File: config.mk
export PLATFORM = sky130hd
export DESIGN_NAME = ce_toggle_wdt
export DESIGN_NICKNAME = d
export VERILOG_FILES = /design/src/rtl/wdt_pkg.sv /design/src/rtl/wdt_period_gen.sv /design/src/rtl/wdt_svc_detect.sv /design/src/rtl/ce_toggle_wdt.sv
export SDC_FILE = /design/constraint.sdc
export NUM_CORES = 1
export LEC_CHECK = 0
export BUFFER_PORTS_ARGS = -buffer_cell sky130_fd_sc_hd__buf_2
export CORE_ASPECT_RATIO = 1.5
export CORE_UTILIZATION = 34
export DETAILED_ROUTE_END_ITERATION = 6
export PLACE_DENSITY_LB_ADDON = 0.25
export SYNTH_ARGS = -nofsm -noshare
export SYNTH_HDL_FRONTEND = slang
export SYNTH_SLANG_ARGS = --single-unit
File: constraint.sdc
create_clock -name clk -period 1.3 [get_ports clk]
set_input_delay 0.13 -clock clk [delete_from_list [all_inputs] [get_ports clk]]
set_output_delay 0.13 -clock clk [all_outputs]
set_load 0.01 [all_outputs]
File: src/rtl/wdt_pkg.sv
package wdt_pkg;
    typedef enum logic [1:0] {
        WD_OFF    = 2'd0,
        WD_ARMED  = 2'd1,
        WD_WARNED = 2'd2,
        WD_FIRE   = 2'd3
    } wdt_state_e;

    typedef enum logic [1:0] {
        TB_LINE50 = 2'd0,
        TB_LINE60 = 2'd1,
        TB_XTAL   = 2'd2,
        TB_XTAL2  = 2'd3
    } wdt_base_e;
endpackage

File: src/rtl/wdt_period_gen.sv
module wdt_period_gen #(
    parameter int XTAL_DIV = 64
) (
    input  logic       clk,
    input  logic       rst_n,
    input  logic [1:0] tb_sel,
    input  logic       line_tick,
    input  logic       xtal_tick,
    output logic       boundary
);
    import wdt_pkg::*;

    logic use_line;
    logic xtal_bnd;

    assign use_line = (tb_sel == TB_LINE50) || (tb_sel == TB_LINE60);

    generate
        if (XTAL_DIV <= 1) begin : g_nodiv
            assign xtal_bnd = xtal_tick;
        end else begin : g_div
            localparam int CW = $clog2(XTAL_DIV);
            localparam logic [CW-1:0] LAST = CW'(XTAL_DIV - 1);
            logic [CW-1:0] cnt;
            always_ff @(posedge clk or negedge rst_n) begin
                if (!rst_n) begin
                    cnt <= '0;
                end else if (xtal_tick && !use_line) begin
                    cnt <= (cnt == LAST) ? '0 : cnt + 1'b1;
                end
            end
            assign xtal_bnd = xtal_tick && (cnt == LAST);
        end
    endgenerate

    assign boundary = use_line ? line_tick : xtal_bnd;
endmodule

File: src/rtl/wdt_svc_detect.sv
module wdt_svc_detect (
    input  logic clk,
    input  logic rst_n,
    input  logic ce,
    input  logic xfer_active,
    output logic svc
);
    logic ce_q;
    logic dirty;

    always_ff @(posedge clk or negedge rst_n) begin
        if (!rst_n) begin
            ce_q  <= 1'b0;
            dirty <= 1'b0;
        end else begin
            ce_q <= ce;
            if (ce && !ce_q) begin
                dirty <= xfer_active;
            end else if (ce && xfer_active) begin
                dirty <= 1'b1;
            end
        end
    end

    assign svc = ce_q && !ce && !dirty && !xfer_active;
endmodule

File: src/rtl/ce_toggle_wdt.sv
module ce_toggle_wdt #(
    parameter int XTAL_DIV   = 64,
    parameter int RST_CYCLES = 16
) (
    input  logic       clk,
    input  logic       rst_n,
    input  logic       ce,
    input  logic       xfer_active,
    input  logic       wd_en,
    input  logic [1:0] tb_sel,
    input  logic       line_tick,
    input  logic       xtal_tick,
    input  logic       stat_rd,
    output logic       cpu_rst,
    output logic       wd_flag
);
    import wdt_pkg::*;

    localparam int PW = (RST_CYCLES > 1) ? $clog2(RST_CYCLES) : 1;
    localparam logic [PW-1:0] PLAST = PW'(RST_CYCLES - 1);

    wdt_state_e    state, nxt;
    logic          boundary;
    logic          svc;
    logic [PW-1:0] pcnt;
    logic          flag_q;

    wdt_period_gen #(.XTAL_DIV(XTAL_DIV)) u_period (
        .clk(clk), .rst_n(rst_n), .tb_sel(tb_sel),
        .line_tick(line_tick), .xtal_tick(xtal_tick), .boundary(boundary)
    );

    wdt_svc_detect u_svc (
        .clk(clk), .rst_n(rst_n), .ce(ce),
        .xfer_active(xfer_active), .svc(svc)
    );

    always_comb begin
        nxt = state;
        unique case (state)
            WD_OFF:    if (wd_en) nxt = WD_ARMED;
            WD_ARMED: begin
                if (!wd_en)        nxt = WD_OFF;
                else if (svc)      nxt = WD_ARMED;
                else if (boundary) nxt = WD_WARNED;
            end
            WD_WARNED: begin
                if (!wd_en)        nxt = WD_OFF;
                else if (svc)      nxt = WD_ARMED;
                else if (boundary) nxt = WD_FIRE;
            end
            WD_FIRE:   if (pcnt == PLAST) nxt = WD_ARMED;
            default:   nxt = WD_OFF;
        endcase
    end

    always_ff @(posedge clk or negedge rst_n) begin
        if (!rst_n) begin
            state  <= WD_OFF;
            pcnt   <= '0;
            flag_q <= 1'b0;
        end else begin
            state <= nxt;
            pcnt  <= (state == WD_FIRE && nxt == WD_FIRE) ? pcnt + 1'b1 : '0;
            if (state != WD_FIRE && nxt == WD_FIRE) begin
                flag_q <= 1'b1;
            end else if (stat_rd) begin
                flag_q <= 1'b0;
            end
        end
    end

    always_comb begin
        cpu_rst = (state == WD_FIRE);
        wd_flag = flag_q;
    end
endmodule

==> After elaboration in Yosys (flattened, before gate mapping) <==
Index checks and enable logic that the tools add are counted.
{ "op_classes": {"addsub": 2, "n_eq_ne": 8, "n_mux": 16, "reduce_logical": 19} }
{ "ops": {"columns": ["operator", "count"], "rows": [
  ["$mux 2", 8],
  ["$logic_and 1x1->1", 9],
  ["$pmux 2 s4", 1],
  ["$add 6x1->6 const B", 1],
  ["$eq 2x2->1 const B", 3],
  ["$eq 6x6->1 const B", 1],
  ["$mux 6", 1],
  ["$logic_not 1->1", 5],
  ["$mux 1", 5],
  ["$add 4x1->4 const B", 1],
  ["$eq 2x1->1 const B", 2],
  ["$eq 4x4->1 const B", 1],
  ["$logic_not 2->1", 2],
  ["$mux 4", 1],
  ["$reduce_bool 2->1", 2],
  ["$ne 2x2->1 const B", 1],
  ["$logic_or 1x1->1", 1]
]} }
{ "totals": {"register_bits": 15, "elab_cells": 51} }

==> Depth between registers and ports, before layout <==
{ "depth": {"ltp_word": 10, "depth_mapped": 4} }

==> By module <==
Synthesis repeated with hierarchy kept, for this count alone.
{ "hier_totals": {"hier_cells": 67, "area_unflattened_um2": 705.7} }
{ "modules_own_cells": {"columns": ["module", "instances", "cells_per_inst", "area_per_inst_um2", "seq_area_each_um2"], "rows": [
  ["ce_toggle_wdt", 1, 32, 324.1, 175.2],
  ["wdt_period_gen", 1, 30, 301.5, 150.1],
  ["wdt_svc_detect", 1, 5, 80.1, 50.0]
]} }

==> Least setup slack after synthesis <==
OpenSTA, ideal clock, no wires.
{ "synth_path": {"path_kind": "register -> register", "startpoint": "reg u_period.g_div.cnt[0]", "endpoint": "reg state[0]", "setup_ns": 0.126, "arrival_time_ns": 1.245, "path_slack_ns": -0.071, "stages_incl_launch_ff": 5, "cell_sequence": "dfrtp_1 > ha_1 > and4_4 > a21o_1 > a311o_1"} }
{ "synth_between": {"elab_chain_len": 7} }
{ "synth_lines": {"columns": ["item", "line", "text"], "rows": [
  ["start, declared", "wdt_period_gen.sv:24", "logic [CW-1:0] cnt;"],
  ["start signal, assigned", "wdt_period_gen.sv:29", "cnt <= (cnt == LAST) ? '0 : cnt + 1'b1;"],
  ["$eq 6x6->1 *", "wdt_period_gen.sv:32", "assign xtal_bnd = xtal_tick && (cnt == LAST);"],
  ["$logic_and 1x1->1 *", "wdt_period_gen.sv:32", null],
  ["$mux 1 *", "wdt_period_gen.sv:36", "assign boundary = use_line ? line_tick : xtal_bnd;"],
  ["$mux 2 (on tied branches)", "ce_toggle_wdt.sv:50, ce_toggle_wdt.sv:45", null],
  ["$mux 2 (on tied branches)", "ce_toggle_wdt.sv:49, ce_toggle_wdt.sv:44", null],
  ["$mux 2 (on tied branches)", "ce_toggle_wdt.sv:48, ce_toggle_wdt.sv:43", null],
  ["$pmux 2 s4 *", "ce_toggle_wdt.sv:40", "unique case (state)"],
  ["via nxt[0]", "ce_toggle_wdt.sv:22", "wdt_state_e state, nxt;"],
  ["end signal, assigned", "ce_toggle_wdt.sv:63", "state <= nxt;"],
  ["end, declared", "ce_toggle_wdt.sv:22", null]
]} }
Mark *: on every way through the listed nets, which the timed path passes. The rest lies on a longest branch.
A chain may end at the register's enable or synchronous reset.

==> Worst setup path after layout <==
Same ends and word-level chain as after synthesis.

==> summary.md <==
| Metric | Value |
|---|---|
| CTS buffer count | `3` |
| Share of cells above drive strength 1 | `33.3%` |
| Die height | `58.3 microns` |
| Seq/Total Area, Yosys | `52.3%` |
| Clk buf depth | `2` |
| Final hold vios | `0` |
| Crit path launch type | `flip-flop` |
| Final setup fails | `1` |
| DP Worst Slack | `-0.0347 ns` |
| Synthesis-to-layout area growth | `25.4%` |
| First-pass GRT wire length | `2.24 mm` |
| Failing checks | `DRC, setup timing` |
| WS Path Type | `flip-flop to flip-flop` |
| Worst Slack Setup Final | `-0.00520 ns` |
| CTS Sinks | `15` |
| Clock slew at reported path FFs | `0.09 ns` |
| Initial antenna violation count | `0` |
| Unrepaired setup endpoints after global routing | `yes` |
| Max Fanout on Critical Path | `4` |
| Via-to-Cell Ratio | `5.13` |
| Mapped Cells | `65` |
| Status | `finished with violations` |
| Vias | `544` |
| Final Util | `45.0%` |
| Leakage | `0.425 nW` |
| Worst slew pin tran | `0.338 ns` |
| WL/cell | `12.1 microns` |
| Drt pass-1 iters | `5` |
| Width of the die | `39.5 microns` |
| #FFs+latches synth | `15` |
| Slew margin rel. | `77.4%` |
| Die Area | `2300 sq um` |
| Max Clock Freq | `0.766 GHz` |
| Ports | `12` |
| Rows | `20` |
| Grt total ovfl | `0` |
| Clock Skews | `0.000853 ns` |
| Pin count of the biggest net entering global routing | `16` |
| Async SR Flop Fraction | `100%` |
| DP Cell Count | `99` |
| Layout Cells excl Fill | `106` |
| Primary FF master, synth | `dfrtp_1` |
| Max Cap Viol | `0` |
| Final WL | `1.28 mm` |
| Synth unique cells | `30` |
| VDD IR max | `0.716 mV` |
| DR iter-0 viols | `10` |
| Final Max Slew Viols | `0` |
| Starting Density | `35.9%` |
| TritonCTS clock tree | `yes` |
| Clk root buf | `clkbuf_4` |
| Total track usage | `14.1%` |
| Avg Inst Size Synth | `11.0 sq um` |
| Syn nets | `77` |
| Layout net count | `97` |
| Period Utilization, post-route | `100%` |
| DPL Wire Length | `943 microns` |
| YS warnings | `0` |
| # DRC | `1` |
| Number of global-route vias before repair | `546` |
| Period minus WS final | `1.31 ns` |
| DRT antenna net count | `0` |
| ANT cells | `0` |
| Number of fill cells | `204` |
| Number of flops mapped to enable cells by yosys | `0` |
| I/O Buffers | `10` |
| GPL Wtd Cong | `0.754` |
| WP data arrival | `1.48 ns` |
| Post-synthesis cell area | `718 sq um` |
| Pwr Density | `1420 nW/um^2` |
| Worst Hold Class | `input port to flip-flop` |
| Crit path required time | `1.47 ns` |
| CTS H-Tree Depth | `1` |
| Clk Latency, worst-skew pair | `0.28 ns` |
| CORE AREA | `2000 sq um` |
| Worst setup EP type | `flip-flop` |
[cells in the mapped netlist (all sizes together), types with 2 or more instances]
cell / instances / area, sq um
nand3: 5 / 25.0
nand2: 5 / 21.3
and3: 2 / 12.5
o21ai: 2 / 13.8
a21oi: 2 / 10.0
dfrtp: 15 / 375
inv: 5 / 18.8
xnor2: 3 / 26.3
nor2: 5 / 18.8
ha: 2 / 25.0
xor2: 2 / 17.5
[what timing repair did]
action | in CTS | in global routing
gates resized for setup | 0 | 4
pin swaps | 2 | 7
setup buffers | 0 | 1
setup endpoints to repair | 1 | 5
hold buffers | 2 | 0
cloned | 0 | 0
hold endpoints to repair | 16 | 0
[flip-flops by register name, summed over array words and instances (netlist names)]
name / flops
wd_flag: 1
pcnt: 4
u_svc.ce_q: 1
state: 2
u_svc.dirty: 1
u_period.g_div.cnt: 6
[worst max-delay path: stages (launching register included)]
cell and delay (ns):
dfrtp_1 0.42, ha_2 0.18, and4_4 0.18, a21o_1 0.16, a311o_1 0.26
[final timing paths]
| check | from | to | slack (ns) | cells after the start |
|---|---|---|---|---|
| worst max-delay path | u_period.g_div.cnt[0] | state[0] | -0.005 | 4 |
| worst min-delay path | stat_rd | wd_flag | 0.03 | 2 |
| worst max register to register | u_period.g_div.cnt[0] | state[0] | -0.005 | 4 |
| worst min register to register | pcnt[0] | pcnt[0] | 0.47 | 1 |
| max in group asynchronous | rst_n | u_period.g_div.cnt[2] | 0.78 | 2 |
| min in group asynchronous | rst_n | u_period.g_div.cnt[0] | 0.27 | 2 |
[stage by stage]
step                      hold slack, ns  setup TNS (ns)  power, W  instance area (sq um)
after floorplan                   -0.166               0  0.000875                    721
after global placement            0.0521        -0.00557  0.000982                    813
after detailed placement          0.0582         -0.0347  0.000994                    813
after CTS                         0.0166         -0.0441   0.00128                    861
after global routing              0.0328          -0.120   0.00137                    901
final                             0.0258        -0.00520   0.00128                    901
[power by group]
group | internal, W | total, W | switching [W]
registers | 0.000573 | 0.000674 | 0.000100
logic | 0.000178 | 0.000335 | 0.000157
clock network | 0.000114 | 0.000271 | 0.000157
total | 0.000866 | 0.00128 | 0.000414
[logic make-up after synthesis]
family	Yosys count	synth area share, %
and+or+nand+nor	26	21.6
muxes	1	1.57
adders and majority gates	2	3.48
xor gates and xnor gates	5	6.10
buffers and inverters	5	2.61
DFF	15	52.3
AOI/OAI and AO/OA	11	12.4
[metal layers]
metal | global-route usage [%] | share of wire [%]
met1 | 16.8 | 43
met2 | 22.5 | 55
met3 | 1.13 | 1.4
met4 | 10.3 | 1.2
met5 | 0 | 0
[cell usage in the layout (no fill, tap or decap), types with 3 or more instances in the layout]
cell / synthesis / final
dfrtp_1: 15 / 15
buf_2: 0 / 10
inv_1: 5 / 5
nand3_1: 5 / 5
nor2_1: 5 / 5
nand2_1: 4 / 4
xnor2_1: 3 / 3
clkbuf_4: 0 / 3
buf_4: 0 / 3
[final cells by class]
cell class                 instances  area [sq um]  share of cell area [%]
sequential                        15           375                    41.7
multi-input combinational         45           359                    39.9
timing repair buffer              15          92.6                    10.3
tap                               22          27.5                    3.06
clock buffer                       3          22.5                    2.50
inverter                           5          18.8                    2.08
clock inverter                     1          5.00                   0.556
No activity file was read; power rests on OpenSTA's default activity.
